--- config.mk ---
export PLATFORM = sky130hd
export DESIGN_NAME = tdm_slot_router
export DESIGN_NICKNAME = d
export VERILOG_FILES = /design/src/rtl/tsr_pkg.sv /design/src/rtl/tsr_table.sv /design/src/rtl/tsr_walker.sv /design/src/rtl/tdm_slot_router.sv
export SDC_FILE = /design/constraint.sdc
export NUM_CORES = 2
export LEC_CHECK = 0
export BUFFER_PORTS_ARGS = -buffer_cell sky130_fd_sc_hd__buf_2
export CAP_MARGIN = 25
export CORE_UTILIZATION = 50
export CTS_BUF_LIST = sky130_fd_sc_hd__clkbuf_16
export CTS_CLUSTER_DIAMETER = 150
export DETAILED_ROUTE_END_ITERATION = 16
export PLACE_DENSITY = 0.78
export SETUP_SLACK_MARGIN = 0.5
export SLEW_MARGIN = 0
export SYNTH_ARGS = -nofsm -noshare
export SYNTH_HDL_FRONTEND = slang
export SYNTH_SLANG_ARGS = --single-unit
--- constraint.sdc ---
create_clock -name clk -period 4.4 [get_ports clk]
set_input_delay 0 -clock clk [delete_from_list [all_inputs] [get_ports clk]]
set_output_delay 0 -clock clk [all_outputs]
set_load 0.02 [all_outputs]
--- src/rtl/tsr_pkg.sv ---
package tsr_pkg;
    localparam int SLOT_W = 8;
    localparam int NUM_CH = 5;
    localparam int CODE_W = 3;

    typedef enum logic [1:0] {
        W_IDLE = 2'd0,
        W_RUN  = 2'd1,
        W_PAST = 2'd2
    } walk_state_t;

    function automatic logic is_chan(input logic [CODE_W-1:0] code);
        return (code >= 3'd1) && (code <= 3'(NUM_CH));
    endfunction
endpackage

--- src/rtl/tsr_table.sv ---
module tsr_table #(
    parameter int DEPTH = 64,
    parameter int IW    = 6,
    parameter int CW    = 6
) (
    input  logic          clk,
    input  logic          rst_n,
    input  logic          we_ent,
    input  logic          we_len,
    input  logic [IW-1:0] w_idx,
    input  logic [CW-1:0] w_cm1,
    input  logic [2:0]    w_dst,
    input  logic [IW:0]   w_len,
    input  logic [IW-1:0] r_idx,
    output logic [CW-1:0] r_cm1,
    output logic [2:0]    r_dst,
    output logic [IW:0]   len_q
);
    localparam int EW = CW + 3;

    logic [EW-1:0] mem [DEPTH];

    always_ff @(posedge clk or negedge rst_n) begin
        if (!rst_n) begin
            for (int i = 0; i < DEPTH; i++) mem[i] <= '0;
            len_q <= (IW+1)'(1);
        end else begin
            if (we_ent) mem[w_idx] <= {w_cm1, w_dst};
            if (we_len) len_q <= w_len;
        end
    end

    assign r_cm1 = mem[r_idx][EW-1:3];
    assign r_dst = mem[r_idx][2:0];
endmodule

--- src/rtl/tsr_walker.sv ---
module tsr_walker
    import tsr_pkg::*;
#(
    parameter int IW = 6,
    parameter int CW = 6
) (
    input  logic          clk,
    input  logic          rst_n,
    input  logic          slot_start,
    input  logic          frame_start,
    input  logic          enable,
    input  logic [IW:0]   len,
    input  logic [CW-1:0] ent_cm1,
    input  logic [2:0]    ent_dst,
    output logic [IW-1:0] rd_idx,
    output logic [2:0]    dst_nxt,
    output logic [2:0]    dst_q,
    output logic          busy
);
    walk_state_t   st, st_n;
    logic [IW-1:0] idx, idx_n;
    logic [CW-1:0] rem, rem_n;
    logic [2:0]    dst, dst_n;
    logic [IW:0]   idx_inc;

    assign idx_inc = {1'b0, idx} + {{IW{1'b0}}, 1'b1};
    assign rd_idx  = frame_start ? '0 : idx_inc[IW-1:0];

    always_ff @(posedge clk or negedge rst_n) begin
        if (!rst_n) begin
            st  <= W_IDLE;
            idx <= '0;
            rem <= '0;
            dst <= '0;
        end else begin
            st  <= st_n;
            idx <= idx_n;
            rem <= rem_n;
            dst <= dst_n;
        end
    end

    always_comb begin
        st_n  = st;
        idx_n = idx;
        rem_n = rem;
        dst_n = dst;
        if (frame_start) begin
            if (enable) begin
                st_n  = W_RUN;
                idx_n = '0;
                rem_n = ent_cm1;
                dst_n = ent_dst;
            end else begin
                st_n  = W_IDLE;
                dst_n = '0;
            end
        end else if (slot_start) begin
            unique case (st)
                W_RUN: begin
                    if (rem != '0) begin
                        rem_n = rem - 1'b1;
                    end else if (idx_inc >= len) begin
                        st_n  = W_PAST;
                        dst_n = '0;
                    end else begin
                        idx_n = idx_inc[IW-1:0];
                        rem_n = ent_cm1;
                        dst_n = ent_dst;
                    end
                end
                W_IDLE, W_PAST: begin
                    dst_n = '0;
                end
                default: begin
                    st_n  = W_IDLE;
                    dst_n = '0;
                end
            endcase
        end
    end

    always_comb begin
        dst_nxt = dst_n;
        dst_q   = dst;
        busy    = (st != W_IDLE);
    end
endmodule

--- src/rtl/tdm_slot_router.sv ---
module tdm_slot_router
    import tsr_pkg::*;
#(
    parameter int MAX_ENT = 64,
    parameter int MAX_CNT = 64
) (
    input  logic                    clk,
    input  logic                    rst_n,
    input  logic                    enable,
    input  logic                    bit_en,
    input  logic                    frame_sync,
    input  logic                    rx_bit_in,
    output logic                    tx_bit_out,
    input  logic                    cfg_we_ent,
    input  logic                    cfg_we_len,
    input  logic                    cfg_dir,
    input  logic [$clog2(MAX_ENT)-1:0] cfg_idx,
    input  logic [$clog2(MAX_CNT):0]   cfg_cnt,
    input  logic [CODE_W-1:0]       cfg_dst,
    input  logic [$clog2(MAX_ENT):0]   cfg_len,
    output logic                    rx_vld,
    output logic [SLOT_W-1:0]       rx_byte,
    output logic [CODE_W-1:0]       rx_chan,
    input  logic [NUM_CH-1:0]       tx_rdy,
    input  logic [NUM_CH*SLOT_W-1:0] tx_data,
    output logic [NUM_CH-1:0]       tx_ack,
    output logic [NUM_CH-1:0]       underrun
);
    localparam int IW = $clog2(MAX_ENT);
    localparam int CW = $clog2(MAX_CNT);
    localparam int PW = $clog2(SLOT_W);
    localparam int DIR_TX = 0;
    localparam int DIR_RX = 1;

    logic [PW-1:0]     bcnt;
    logic [PW-1:0]     pos;
    logic              slot_start, frame_start, wr_ok;
    logic [2:0]        dst_nxt [2];
    logic [2:0]        dst_q   [2];
    logic [1:0]        busy;
    logic [SLOT_W-1:0] tx_sh, rx_sh, tx_load;
    logic [NUM_CH-1:0] owner, ur_q;

    assign pos         = frame_sync ? '0 : bcnt;
    assign slot_start  = bit_en && (pos == '0);
    assign frame_start = bit_en && frame_sync;
    assign wr_ok       = !enable && (busy == 2'b00);

    always_ff @(posedge clk or negedge rst_n) begin
        if (!rst_n) bcnt <= '0;
        else if (bit_en) bcnt <= pos + 1'b1;
    end

    for (genvar d = 0; d < 2; d++) begin : g_dir
        logic [IW-1:0] rd_idx;
        logic [CW-1:0] ent_cm1;
        logic [2:0]    ent_dst;
        logic [IW:0]   len_q;
        logic          sel;

        assign sel = (cfg_dir == d[0]) && wr_ok;

        tsr_table #(.DEPTH(MAX_ENT), .IW(IW), .CW(CW)) u_tab (
            .clk    (clk),
            .rst_n  (rst_n),
            .we_ent (cfg_we_ent && sel),
            .we_len (cfg_we_len && sel),
            .w_idx  (cfg_idx),
            .w_cm1  (cfg_cnt[CW-1:0] - 1'b1),
            .w_dst  (cfg_dst),
            .w_len  (cfg_len),
            .r_idx  (rd_idx),
            .r_cm1  (ent_cm1),
            .r_dst  (ent_dst),
            .len_q  (len_q)
        );

        tsr_walker #(.IW(IW), .CW(CW)) u_walk (
            .clk         (clk),
            .rst_n       (rst_n),
            .slot_start  (slot_start),
            .frame_start (frame_start),
            .enable      (enable),
            .len         (len_q),
            .ent_cm1     (ent_cm1),
            .ent_dst     (ent_dst),
            .rd_idx      (rd_idx),
            .dst_nxt     (dst_nxt[d]),
            .dst_q       (dst_q[d]),
            .busy        (busy[d])
        );
    end

    // Transmit: owner decode, byte select, acknowledge and underrun.
    always_comb begin
        owner   = '0;
        tx_load = '1;
        for (int c = 0; c < NUM_CH; c++) begin
            if (dst_nxt[DIR_TX] == 3'(c + 1)) begin
                owner[c] = 1'b1;
                if (tx_rdy[c]) tx_load = tx_data[c*SLOT_W +: SLOT_W];
            end
        end
        tx_ack = slot_start ? (owner & tx_rdy) : '0;
    end

    always_ff @(posedge clk or negedge rst_n) begin
        if (!rst_n) begin
            tx_sh <= '1;
            ur_q  <= '0;
        end else if (bit_en) begin
            if (slot_start) begin
                tx_sh <= tx_load;
                ur_q  <= ur_q | (owner & ~tx_rdy);
            end else begin
                tx_sh <= {tx_sh[SLOT_W-2:0], 1'b1};
            end
        end
    end

    assign tx_bit_out = tx_sh[SLOT_W-1];
    assign underrun   = ur_q;

    // Receive: deserialize and tag with the owning code.
    always_ff @(posedge clk or negedge rst_n) begin
        if (!rst_n) begin
            rx_sh   <= '0;
            rx_vld  <= 1'b0;
            rx_byte <= '0;
            rx_chan <= '0;
        end else begin
            rx_vld <= 1'b0;
            if (bit_en) begin
                rx_sh <= {rx_sh[SLOT_W-2:0], rx_bit_in};
                if ((pos == PW'(SLOT_W - 1)) && is_chan(dst_q[DIR_RX])) begin
                    rx_vld  <= 1'b1;
                    rx_byte <= {rx_sh[SLOT_W-2:0], rx_bit_in};
                    rx_chan <= dst_q[DIR_RX];
                end
            end
        end
    end
endmodule

==> metrics.md <==
| Metric | Value |
|---|---|
| Ys async rst share | 100% |
| CTS Buf Count | 118 |
| DRT antenna net count | 0 |
| CP max FO | 7 |
| Initial antenna violation count | 10 |
| H-tree lvl count | 3 |
| Outcome | finished, violations left |
| Worst r2r dst | tx_sh[6]$_DFFE_PN1P_ |
| # fillers | 9106 |
| Largest net degree at the start of global routing | ~150 |
| Pwr Density | 512 nW/µm² |
| Top-area cell type share of the netlist area | a little over half |
| RSZ-0062 raised after global routing | true |
| Top_reg_cell synth | dfrtp_1 |
| WP data required | between 4000 and 5000 ps |
| Final Hold Viols | 0 |
| Clock skew | between 40 and 50 ps |
| Drt drc | 4 |
| Sink Count | about 1200 |
| Final instance area | 66400 µm² |
| HPWL Detailed | approximately 100000 µm |
| WS Path Type | flip-flop to output port |
| Max cap viols | 0 |
| Die ar. | 117000 µm² |
| Ys Warns | 0 |
| Share of cells above drive strength 1 | between 10% and 20% |
| Slew Limit Fails | 0 |
| Reg2reg start | g_dir[0].u_walk.idx[0]$_DFFE_PN0P_ |
| Crit path from | g_dir[0].u_walk.idx[0]$_DFFE_PN0P_ |
| Clk root buf | clkbuf_16 |
| Vias per cell | around 6.3 |
| Routed WL | 177000 µm |
| I/O pin total | 100 |
| CP arrival | between 4000 and 5000 ps |
| Total global routing overflow | 0 |
| Worst min path class | primary input to async pin |
| Die height | about 340 µm |
| Setup Viol. Count Final | 1 |
| Lkg Pwr | just over 30 nW |
| Worst-Margin Slew | 981 ps |
| Clk buf depth | 3 |
| Vias in the first global route | roughly 47000 |
| Post-synth EDFFs | 0 |
| Largest area contributor in the netlist | dfrtp_1 |
| Final Critical Period | 4450 ps |
| Placed Cells | 7193 |
| Final setup margin | -53.1 ps |
| CP Launch Type | flip-flop |
| Cell count of the worst reg-to-reg path | 18 |
| CTS tree | done |
| Area grow syn2layout | 14.5% |
| Post-Syn Nets | 5919 |
| Non-filler cells, final | about 7600 |
| Seq cells post-synth | roughly 1200 |
| Pre-antenna DRT Iters | 16 |
| Wirelength per Cell | approximately 23 µm |
| Die W | ~340 µm |
| CP endpoint | tx_ack[4] |
| Cell Rows | approximately 120 |
| R2r setup slk | approximately 150 ps |
| Layout net count | 6045 |
| Overall Global Routing Usage | between 20% and 30% |
| Final Power | 34.0 mW |
| Peak supply drop | 437 µV |
| First DRT Iteration DRCs | ~5400 |
| Starting Density | about half |
| Max Fclk | 225 MHz |
| Avg Cell Area, Syn | between 9 and 10 µm² |
| Ranking of synthesized cells by area | dfrtp_1 53%, mux2_2 9.0%, nand2_1 5.8%, a21oi_1 4.8%, o21ai_0 4.3% |
| Rel. slew slack | about a third |
| Post-layout util | between 50% and 60% |
| DR vias | approximately 48000 |
| Post-DP Area | around 61000 µm² |
| Commonest non-fill, non-tap cell in the layout | dfrtp_1 |
| Cell variety after synth | ~90 |
| Later-pin clock latency in the skew report | around 730 ps |
| First-pass GRT wire length | 269000 µm |
| Synthesized area | between 50000 and 60000 µm² |
| Failing checks | DRC, setup timing |
| Syn Inst Count | 5819 |
| IO Port Bufs | 98 |
| Critical path endpoint category | output port |
| Final period utilization | 101% |
| CORE AREA | between 100000 and 150000 µm² |
| Routability Congestion | just under 1 |
| Clock slew at reported path FFs | 70 ps |
| Most frequent cells in the layout | 1220 x dfrtp_1, 897 x nand2_1, 550 x a21oi_1, 543 x nor2_1, 491 x o21ai_0 |
| Register area share after synthesis | roughly 53% |
worst max-delay path, stage by stage, from the launching register on:
cell       delay, ps
dfrtp_4          540
ha_4             220
nand3_4           90
xor2_4           180
inv_2             80
ha_4             220
a211o_1          330
o211ai_1         160
o2111ai_2        160
buf_4            170
a21oi_2          410
o2111ai_2        280
o211a_4          270
inv_8            110
nand2_8           60
nor3_4           260
buf_6            170
worst min-delay path by stage:
stage / to / slack (ps) / cells after the start
3_5_place_dp: g_dir[0].u_tab.mem[485]$_DFFE_PN0P_ / 130 / 1
3_3_place_gp: g_dir[0].u_tab.mem[481]$_DFFE_PN0P_ / 120 / 1
6_report: g_dir[0].u_tab.mem[472]$_DFFE_PN0P_ / 20 / 2
5_1_grt: g_dir[0].u_tab.mem[24]$_DFFE_PN0P_ / 50 / 4
2_1_floorplan: bcnt[0]$_DFFE_PN0P_ / -300 / 0
4_1_cts: g_dir[0].u_tab.mem[33]$_DFFE_PN0P_ / 6 / 4
kinds of logic (layout without fill, tap and decap cells):
family	count (synthesis)	in the layout	share of synthesized area [%]
XOR/XNOR	13	13	0.261
AND/OR/NAND/NOR	1776	1776	12.8
AO/OA/AOI/OAI	1549	1550	16.0
flip-flops	1235	1235	53.3
buffers and inverters	550	769	3.83
multiplexers	673	673	13.3
adder cells (fa/ha/maj)	23	23	0.496
other	0	3	0
what timing repair did:
item | in CTS | in global routing
pin swaps | 17 | 21
hold buffers | 78 | 1
hold endpoints to repair | 318 | 1
setup buffers | 37 | 25
gates cloned | 1 | 2
setup endpoints to repair | 13 | 25
gates resized for setup | 35 | 69
flip-flops by register name, indices dropped and copies added (netlist names):
name,count
bcnt,3
g_dir.u_tab.len_q,14
g_dir.u_tab.mem,1152
g_dir.u_walk.dst_q,6
g_dir.u_walk.idx,12
g_dir.u_walk.rem,12
g_dir.u_walk.st,4
rx_byte,8
rx_chan,3
rx_sh,7
rx_vld,1
tx_sh,8
underrun,5
report_power, final:
part	internal (mW)	total, mW	switching, mW
Sequential	12.1	12.7	0.526
Combinational	3.80	11.4	7.60
Clock	5.49	9.92	4.43
stage by stage:
stage | worst slack (ps) | TNS, ps | hold slack [ps]
6_report | -53.1 | -53.1 | 15.3
5_1_grt | -504 | -527 | 45.7
4_1_cts | 372 | 0 | 5.89
3_5_place_dp | 256 | 0 | 129
3_3_place_gp | 306 | 0 | 117
2_1_floorplan | 467 | 0 | -296
Yosys cell counts, types with 7 or more instances:
cell and count:
a2bb2oi_1 9, o2bb2ai_1 10, a21oi_1 553, o21ai_0 493, dfstp_2 10, nor2b_1 45
buf_2 75, clkbuf_1 387, and2_1 64, nand3_1 97, inv_1 38, a31oi_1 48
o31ai_1 13, nor2_1 547, nor3_1 34, dfrtp_1 1225, nor3b_1 7, o211ai_1 14
mux2_2 463, o221ai_1 37, o21ai_1 7, a211o_1 8, and3_1 19, a311oi_1 107
or3_1 8, nand2_1 902, a211oi_1 117, nand2b_1 13, a221oi_1 24, a21o_1 10
o22ai_1 27, o2111ai_1 7, buf_1 26, buf_4 12, mux4_2 32, mux2i_1 177
ha_1 23
per-layer routing:
layer / global-route usage, % / wire (µm) / vias up
met3: 5.33 / 16700 / 787
met5: 0 / 23 / -
li1: - / - / 20700
met1: 38.0 / 67100 / 23500
met2: 46.5 / 81600 / 2677
met4: 15.4 / 11000 / 4
final cells by class:
cell class | instances | area (µm²) | share of cell area (%)
antenna | 3 | 7.51 | 0.0113
timing repair buffer | 507 | 4260 | 6.42
sequential | 1235 | 30900 | 46.6
tap | 1512 | 1890 | 2.85
clock inverter | 92 | 634 | 0.956
inverter | 48 | 193 | 0.290
multi-input combinational | 4035 | 25400 | 38.3
clock buffer | 122 | 3050 | 4.60
(Power assumes the default switching activity.)
